File: config.mk
export PLATFORM = sky130hd
export DESIGN_NAME = coll_retry_ctrl
export DESIGN_NICKNAME = d
export VERILOG_FILES = /design/src/rtl/coll_retry_pkg.sv /design/src/rtl/bo_lfsr.sv /design/src/rtl/win_tracker.sv /design/src/rtl/bo_timer.sv /design/src/rtl/coll_retry_ctrl.sv
export SDC_FILE = /design/constraint.sdc
export NUM_CORES = 1
export LEC_CHECK = 0
export CAP_MARGIN = 0
export CORE_UTILIZATION = 29
export DETAILED_ROUTE_END_ITERATION = 10
export HOLD_SLACK_MARGIN = 0.1
export SETUP_SLACK_MARGIN = 0.15
export SYNTH_ARGS = -nofsm -noshare
export SYNTH_HDL_FRONTEND = slang
export SYNTH_SLANG_ARGS = --single-unit
File: constraint.sdc
create_clock -name clk -period 3.5 [get_ports clk]
set_clock_uncertainty 0.05 [all_clocks]
set_input_delay 0.875 -clock clk [delete_from_list [all_inputs] [get_ports clk]]
set_output_delay 0.875 -clock clk [all_outputs]
set_load 0.02 [all_outputs]
File: src/rtl/coll_retry_pkg.sv
package coll_retry_pkg;

    localparam int BO_CAP = 10;

    typedef enum logic [1:0] {
        ST_IDLE    = 2'd0,
        ST_TX      = 2'd1,
        ST_BACKOFF = 2'd2
    } tx_state_e;

    typedef struct packed {
        logic retry;
        logic late;
        logic abort;
        logic success;
    } outcome_t;

    // Mask of 2^min(n,BO_CAP) - 1 for the n-th collision
    function automatic logic [BO_CAP-1:0] bo_mask(input int n);
        int e;
        logic [BO_CAP:0] tmp;
        e   = (n < BO_CAP) ? n : BO_CAP;
        tmp = ((BO_CAP+1)'(1) << e) - (BO_CAP+1)'(1);
        return tmp[BO_CAP-1:0];
    endfunction

endpackage

File: src/rtl/bo_lfsr.sv
module bo_lfsr #(
    parameter int          W    = 16,
    parameter logic [W-1:0] TAPS = 16'hB400,
    parameter logic [W-1:0] SEED = 16'hACE1
) (
    input  logic         clk,
    input  logic         rst,
    output logic [W-1:0] q
);
    always_ff @(posedge clk) begin
        if (rst)       q <= SEED;
        else if (q[0]) q <= (q >> 1) ^ TAPS;
        else           q <= q >> 1;
    end
endmodule

File: src/rtl/win_tracker.sv
module win_tracker #(
    parameter int WIN_W = 6
) (
    input  logic             clk,
    input  logic             rst,
    input  logic             clear,
    input  logic             strobe,
    input  logic [WIN_W-1:0] win,
    output logic             in_win
);
    localparam int CNT_W = WIN_W + 1;

    logic [CNT_W-1:0] cnt_q;

    always_ff @(posedge clk) begin
        if (rst || clear)                cnt_q <= '0;
        else if (strobe && cnt_q != '1)  cnt_q <= cnt_q + CNT_W'(1);
    end

    assign in_win = (cnt_q <= CNT_W'(win));
endmodule

File: src/rtl/bo_timer.sv
module bo_timer #(
    parameter int W = 10
) (
    input  logic         clk,
    input  logic         rst,
    input  logic         load,
    input  logic [W-1:0] load_val,
    input  logic         tick,
    output logic         zero
);
    logic [W-1:0] cnt_q;

    always_ff @(posedge clk) begin
        if (rst)                       cnt_q <= '0;
        else if (load)                 cnt_q <= load_val;
        else if (tick && cnt_q != '0)  cnt_q <= cnt_q - W'(1);
    end

    assign zero = (cnt_q == '0);
endmodule

File: src/rtl/coll_retry_ctrl.sv
module coll_retry_ctrl
    import coll_retry_pkg::*;
#(
    parameter int WIN_W  = 6,
    parameter int LIM_W  = 4,
    parameter int LFSR_W = 16
) (
    input  logic             clk,
    input  logic             rst,
    input  logic             tx_start,
    input  logic             byte_strobe,
    input  logic             coll_in,
    input  logic             tx_done,
    input  logic             slot_tick,
    input  logic [WIN_W-1:0] win_cfg,
    input  logic [LIM_W-1:0] retry_lim_cfg,
    output logic             retry_o,
    output logic             late_coll_o,
    output logic             abort_o,
    output logic             success_o,
    output logic             backoff_done_o,
    output logic             backoff_busy_o,
    output logic [LIM_W-1:0] attempt_o
);
    localparam int NW = LIM_W + 1;

    tx_state_e         state_q, state_d;
    logic [LIM_W-1:0]  att_q, att_d;
    logic [NW-1:0]     n_next;
    outcome_t          res_c, res_q;
    logic              start_acc, in_win, bo_zero, done_c, done_q;
    logic [LFSR_W-1:0] rnd;
    logic [BO_CAP-1:0] bo_val;

    bo_lfsr #(.W(LFSR_W)) i_lfsr (
        .clk (clk),
        .rst (rst),
        .q   (rnd)
    );

    win_tracker #(.WIN_W(WIN_W)) i_win (
        .clk    (clk),
        .rst    (rst),
        .clear  (start_acc),
        .strobe (byte_strobe && state_q == ST_TX),
        .win    (win_cfg),
        .in_win (in_win)
    );

    bo_timer #(.W(BO_CAP)) i_bo (
        .clk      (clk),
        .rst      (rst),
        .load     (res_c.retry),
        .load_val (bo_val),
        .tick     (slot_tick),
        .zero     (bo_zero)
    );

    assign n_next = NW'(att_q) + NW'(1);
    assign bo_val = rnd[BO_CAP-1:0] & bo_mask(int'(n_next));

    always_comb begin
        state_d   = state_q;
        att_d     = att_q;
        res_c     = '0;
        start_acc = 1'b0;
        done_c    = 1'b0;
        case (state_q)
            ST_IDLE: begin
                if (tx_start) begin
                    start_acc = 1'b1;
                    state_d   = ST_TX;
                end
            end
            ST_TX: begin
                if (coll_in) begin
                    if (!in_win) begin
                        res_c.late = 1'b1;
                        att_d      = '0;
                        state_d    = ST_IDLE;
                    end else if (n_next > NW'(retry_lim_cfg)) begin
                        res_c.abort = 1'b1;
                        att_d       = '0;
                        state_d     = ST_IDLE;
                    end else begin
                        res_c.retry = 1'b1;
                        att_d       = n_next[LIM_W-1:0];
                        state_d     = ST_BACKOFF;
                    end
                end else if (tx_done) begin
                    res_c.success = 1'b1;
                    att_d         = '0;
                    state_d       = ST_IDLE;
                end
            end
            ST_BACKOFF: begin
                if (bo_zero) begin
                    done_c  = 1'b1;
                    state_d = ST_IDLE;
                end
            end
            default: state_d = ST_IDLE;
        endcase
    end

    always_ff @(posedge clk) begin
        if (rst) begin
            state_q <= ST_IDLE;
            att_q   <= '0;
            res_q   <= '0;
            done_q  <= 1'b0;
        end else begin
            state_q <= state_d;
            att_q   <= att_d;
            res_q   <= res_c;
            done_q  <= done_c;
        end
    end

    assign retry_o        = res_q.retry;
    assign late_coll_o    = res_q.late;
    assign abort_o        = res_q.abort;
    assign success_o      = res_q.success;
    assign backoff_done_o = done_q;
    assign backoff_busy_o = (state_q == ST_BACKOFF);
    assign attempt_o      = att_q;
endmodule

# == Word level (Yosys, flattened, before mapping) ==
# Index checks and enable logic that the tools add are counted.
# totals
ff_bits,44
inputBits,17
# op_classes
mux,27
magnitude_cmp,3
reduce_logical,15
addsub,4
shifts,1
bitwise,6
n_eq_ne,6
# op_table
cell,count
$mux 10,2
$mux 4,5
$mux 16,1
$mux 2,6
$and 10x10->10,1
$logic_not 10->1,1
$mux 1,10
$reduce_bool 10->1,1
$shl 1x5->10 const A,1
$sub 10x1->10 const B,1
$sub 10x2->10 const B,1
$add 7x1->7 const B,1
$le 7x6->1,1
$ne 7x7->1 const B,1
$pmux 2 s3,1
$reduce_or 3->1,2
$add 4x1->5 const B,1
$gt 5x4->1,1
$lt 5x4->1 const B,1
$mux 5,1
$not 1->1,4
$not 3->4,1
$reduce_bool 2->1,2
$reduce_or 4->1,1
other kinds (12),14

# == Depth between registers and ports, before layout ==
# logic_depth
ltp_word,7
depth_mapped,13
depth_no_buf,11

# == Cells and area by module ==
# Synthesis repeated with hierarchy kept, for this count alone.
# hier_totals
cells_unflattened,302
hier_area_um2,2661.3
# modules_own_cells
mod,cells_per_inst,seq_area_each_um2,n_inst,area_each_um2
coll_retry_ctrl,132,220.2,1,1033.5
bo_timer,72,200.2,1,626.9
win_tracker,62,140.1,1,538.0
bo_lfsr,36,320.3,1,462.9

# == Worst setup path before layout ==
# No wires, ideal clock.
# synth_path
path_kind,register to register
from,reg att_q[0] (netlist: attempt_o[0])
to,reg i_bo.cnt_q[6]
setup_ns,0.116
n_path_buf,2
arrival_time_ns,2.576
path_stages_with_launch,13
setup_slack_ns,0.758
period_less_slack_ns,2.742
path_cell_list,dfxtp_1 clkbuf_1 and2_1 a21oi_1 or2_2 ha_1 nand4_1 o21ai_0 a21oi_1 nor4_4 buf_6 nor3_1 a41o_1
# synth_via
elab_chain_len,7
elab_cells_between_ends,13
# synth_lines
item,line_no,source
start: declaration,coll_retry_ctrl.sv:28,"logic [LIM_W-1:0] att_q, att_d;"
start signal: assignment,coll_retry_ctrl.sv:114,att_q <= att_d;
$add 4x1->5 (*),coll_retry_ctrl.sv:59,assign n_next = NW'(att_q) + NW'(1);
$lt 5x4->1 or $gt 5x4->1 (tied branches),"coll_retry_pkg.sv:22, coll_retry_ctrl.sv:81",
$mux 5 or $mux 1 (tied branches),"coll_retry_pkg.sv:22, coll_retry_ctrl.sv:81",
$shl 1x5->10 or $mux 1 (tied branches),"coll_retry_pkg.sv:23, coll_retry_ctrl.sv:77",
$sub 10x2->10 or $mux 3 (tied branches),"coll_retry_pkg.sv:23, coll_retry_ctrl.sv:76",
$and 10x10->10 or $mux 4 (tied branches),"coll_retry_ctrl.sv:60, coll_retry_ctrl.sv:68",
$mux 10 or $reduce_bool 2->1 (tied branches),--,
end signal: assignment,bo_timer.sv:15,else if (load) cnt_q <= load_val;
end signal: assignment,bo_timer.sv:16,else if (tick && cnt_q != '0) cnt_q <= cnt_q - W'(1);
end: declaration,bo_timer.sv:11,logic [W-1:0] cnt_q;
# Every way passes the cells marked *; elsewhere a longest branch is shown, timed or not.
# A chain may end at the register's enable or synchronous reset.

# == Final worst setup path ==
# layout_path
from,reg att_q[0] (netlist: attempt_o[0])
to,reg i_bo.cnt_q[1]
# Same word-level chain as after synthesis.

==> results.txt <==
The flow ran to the end, and the final reports show no timing, DRC or antenna violations. The flip-flop and latch count after synthesis came out at between 40 and 50. The TritonCTS clock tree is yes.

The synthesized design spends more area on one cell type than any other, namely dfxtp_1. The final number of setup-violating endpoints came out at 0. The required time reported for the critical path endpoint came out at 3.67 ns. The total vias in the final route is about 1900. In this run the most critical hold path is launched from i_lfsr.q[12]$_SDFF_PP0_.

Grouping stages by cell kind, the critical path spends the most delay in compound AO/OA/AOI/OAI gates. The remaining routing DRC violations is 0. The final routed wirelength across all metal layers came out at 4.72 mm. By area the synthesized netlist is led by dfxtp_1 38%, ha_1 7.5%, nor2b_1 4.3%, nor2_1 3.9%, xor2_1 3.8%. The most common cell in the synthesized netlist is dfxtp_1. The ratio of total power to cell area came out at about 520 mW/mm^2.

The row count came out at 32. The via count of the first global-routing pass came out at 1854. The hold violation count in the final report is 0. The number of unique standard cell types used by synthesis is 45. The clock sink count is 44. The critical path goes through ha_1 -> xor2_1 -> ha_1 -> nand4_1 -> o21ai_0 -> a21oi_1 -> nor4_4 -> buf_12 -> a311o_1 -> a21oi_1. Of the post-synthesis cell area, the dominant cell type holds 0.380.

The root buffer cell chosen for the clock tree is clkbuf_8. The synthesized netlist net count came out at 301. The final-layout setup total negative slack is 0 ns. The cell count of the worst reg-to-reg path came out at 10.

In the synthesized netlist the dominant register cell turns out to be dfxtp_1. The setup fix buffers added after clock tree synthesis is 0. The hold-fix buffer count after cts came out at 0. The die boundary height came out at 91.5 um. For this run, asynchronously set or reset flops after synthesis account for 0. For hold timing, the worst endpoint is i_lfsr.q[11]$_SDFF_PP1_. The post-synthesis average cell area came out at 8.60 um^2.

The clock-pin slew reported for the worst setup and hold paths after clock tree synthesis is 0.08 ns. The post-synthesis sequential area ratio is 0.380. Setup repair after global routing left no endpoint under its margin. The total global routing track utilization came out at 0.126.

The cell area that synthesis handed to floorplanning was roughly 0.0023 mm^2. In this run the horizontal extent of the chip is just over 90 um. The number of pins with negative max-slew slack in the final report is 0. By startpoint and endpoint, the worst setup path is classified as flop to flop. Along the worst path, the maximum fanout reaches 25. The placed wire-length estimate came out at around 3.4 mm. The detailed router finished its first iteration with 73 violations.

The depth of the CTS H-tree came out at 2. The startpoint of the most critical register-to-register path is attempt_o[0]$_SDFFE_PP0P_. The buffer depth of the longest clock path is 2. The clock latency on the worst-skew pair is 0.29 ns.

The placer congestion estimate is 0.799. The number of enable flip-flop cells after synthesis came out at 0. The total number of yosys warnings is 0. The kind of start point of the critical path is a flop. The floorplan die area came out at 0.00836 mm^2. The minimum setup slack among reg-to-reg paths came out at 0.56 ns. The number of buffer cells added on primary ports is 26. The first detailed-routing pass ran for 4 iterations. After the last flow step, the layout net total stands at 327. The vias per cell came out at 4.78. The worst register-to-register path ends at i_bo.cnt_q[1]$_SDFFE_PP0P_. The cell depth of the worst hold path came out at 1. The initial utilization of the core area, before any placement, comes to 0.300. The number of ports placed on the die boundary is 27.

The post-detailed-route wirelength per cell is 11.8 um. The pin count of the biggest net entering global routing is 35. The final critical delay including setup and external delays came out at 2.94 ns. STA classifies the critical path endpoint as a flop. The residual overflow from global routing came out at 0.

The commonest cells after synthesis are 44 x dfxtp_1, 24 x nor2_1, 23 x nand2_1, 16 x a21oi_1, 16 x nor2b_1. At the pin with the least slew margin, the transition time is about 0.52 ns. In this run, post-CTS repair resized a total of 0 instances.

The number of antenna repair diodes came out at 0. The min-delay analysis places its worst path in the category flop to flop. The number of buffers and inverters on the critical path is 1.

The core area came out at around 0.0077 mm^2. Measured against its own limit, the worst slew margin works out to 0.641. The achievable frequency is 341 MHz. The peak per-stage delay on the critical path came out at 0.55 ns.

The number of buffers inserted during clock tree synthesis is 5. The leakage dissipation is 1.11 nW. Power comes to roughly 0.0015 W.

The number of maximum-capacitance constraint violations is 0. The cell at the slowest stage of the critical path is dfxtp_1. The fraction of final layout cells with drive strength greater than 1 came out at 0.0909.

IR analysis of the VDD net gives a maximum drop of 0.266 mV. The initial antenna violation count is 0. The area added between synthesis and finish came out at 20.5%. The instance count of the mapped netlist is 270.

The first global-routing pass estimated 8.56 mm of wire. In this run the remaining antenna-violating nets after routing total 0. The critical path data arrival time is 3.11 ns. The final critical-path share of the clock period is 0.839.
==> stage by stage <==
| step | worst slack, ns | cells | cell area (um^2) | hold WS [ns] | util |
|---|---|---|---|---|---|
| 3_3_place_gp | 0.404 | 391 | 2690 | 0.347 | 0.348 |
| 4_1_cts | 0.564 | 399 | 2800 | 0.361 | 0.362 |
| 5_1_grt | 0.317 | 399 | 2800 | 0.388 | 0.362 |
| 3_5_place_dp | 0.367 | 391 | 2690 | 0.346 | 0.348 |
| 6_report | 0.564 | 399 | 2800 | 0.368 | 0.362 |
| 2_1_floorplan | 0.758 | 270 | 2320 | 0.339 | - |
==> layout make-up <==
cell class	instances	area, um^2
multi-input cells	202	1330
well taps	102	128
clock buffers	6	72.6
flip-flops and latches	44	881
clock inverters	2	35.0
repair buffers	29	295
fillers	808	4930
inverters	14	52.6
==> how the worst max path moves through the flow <==
stage	startpoint	slack, ns	depth (start not counted)	end
2_1_floorplan	attempt_o[0]$_SDFFE_PP0P_	0.76	12	i_bo.cnt_q[6]$_SDFFE_PP0P_
3_3_place_gp	win_cfg[5]	0.40	10	i_bo.cnt_q[6]$_SDFFE_PP0P_
3_5_place_dp	win_cfg[5]	0.37	10	i_bo.cnt_q[6]$_SDFFE_PP0P_
4_1_cts	attempt_o[0]$_SDFFE_PP0P_	0.56	10	i_bo.cnt_q[1]$_SDFFE_PP0P_
5_1_grt	attempt_o[0]$_SDFFE_PP0P_	0.32	10	i_bo.cnt_q[1]$_SDFFE_PP0P_
6_report	attempt_o[0]$_SDFFE_PP0P_	0.56	10	i_bo.cnt_q[1]$_SDFFE_PP0P_
==> cell usage in the layout, fill, tap and decap left out, types with 4 or more instances in the layout <==
cell	synthesis	layout
nor2b_1	16	16
dfxtp_1	44	44
a21oi_1	16	16
xor2_1	10	10
a211oi_2	6	6
nor3_1	8	8
nand2_1	23	23
nand3_1	10	10
inv_1	14	14
clkdlybuf4s50_1	0	26
clkbuf_8	0	5
o21ai_0	6	6
ha_1	14	14
nor2_1	24	24
xnor2_1	8	8
nand2b_1	5	5
nand4_1	6	6
o21ai_1	4	4
or2_2	7	7
==> where the power goes <==
part / internal, W / leakage (nW) / switching, W / total (W)
logic: 0.000213 / 0.698 / 0.000245 / 0.000458
clock network: 0.000212 / 0.0552 / 0.000167 / 0.000379
registers: 0.000563 / 0.361 / 0.0000553 / 0.000619
==> metal layers <==
metal / part of all wire / vias up / track usage
met3: 0.037 / 5 / 0.0302
met4: 0.012 / 0 / 0.0370
li1: - / 986 / -
met2: 0.44 / 34 / 0.194
met5: 0 / - / 0
met1: 0.51 / 884 / 0.173
==> state kept, by name (all words and copies together) (netlist names), 2 cells and up <==
signal,cells
i_bo.cnt_q,10
i_lfsr.q,16
state_q,2
i_win.cnt_q,7
attempt_o,4
==> kinds of logic (layout without fill, tap and decap cells) <==
group / after synthesis / in the layout / share of synthesized area
AND/OR/NAND/NOR: 118 / 118 / 0.271
adder cells (fa/ha/maj): 14 / 14 / 0.0755
AO/OA/AOI/OAI: 49 / 49 / 0.146
XOR/XNOR: 18 / 18 / 0.0679
buffers and inverters: 24 / 51 / 0.0464
flip-flops: 44 / 44 / 0.380
multiplexers: 3 / 3 / 0.0135
Note: power is estimated with default switching activity, not from simulation.
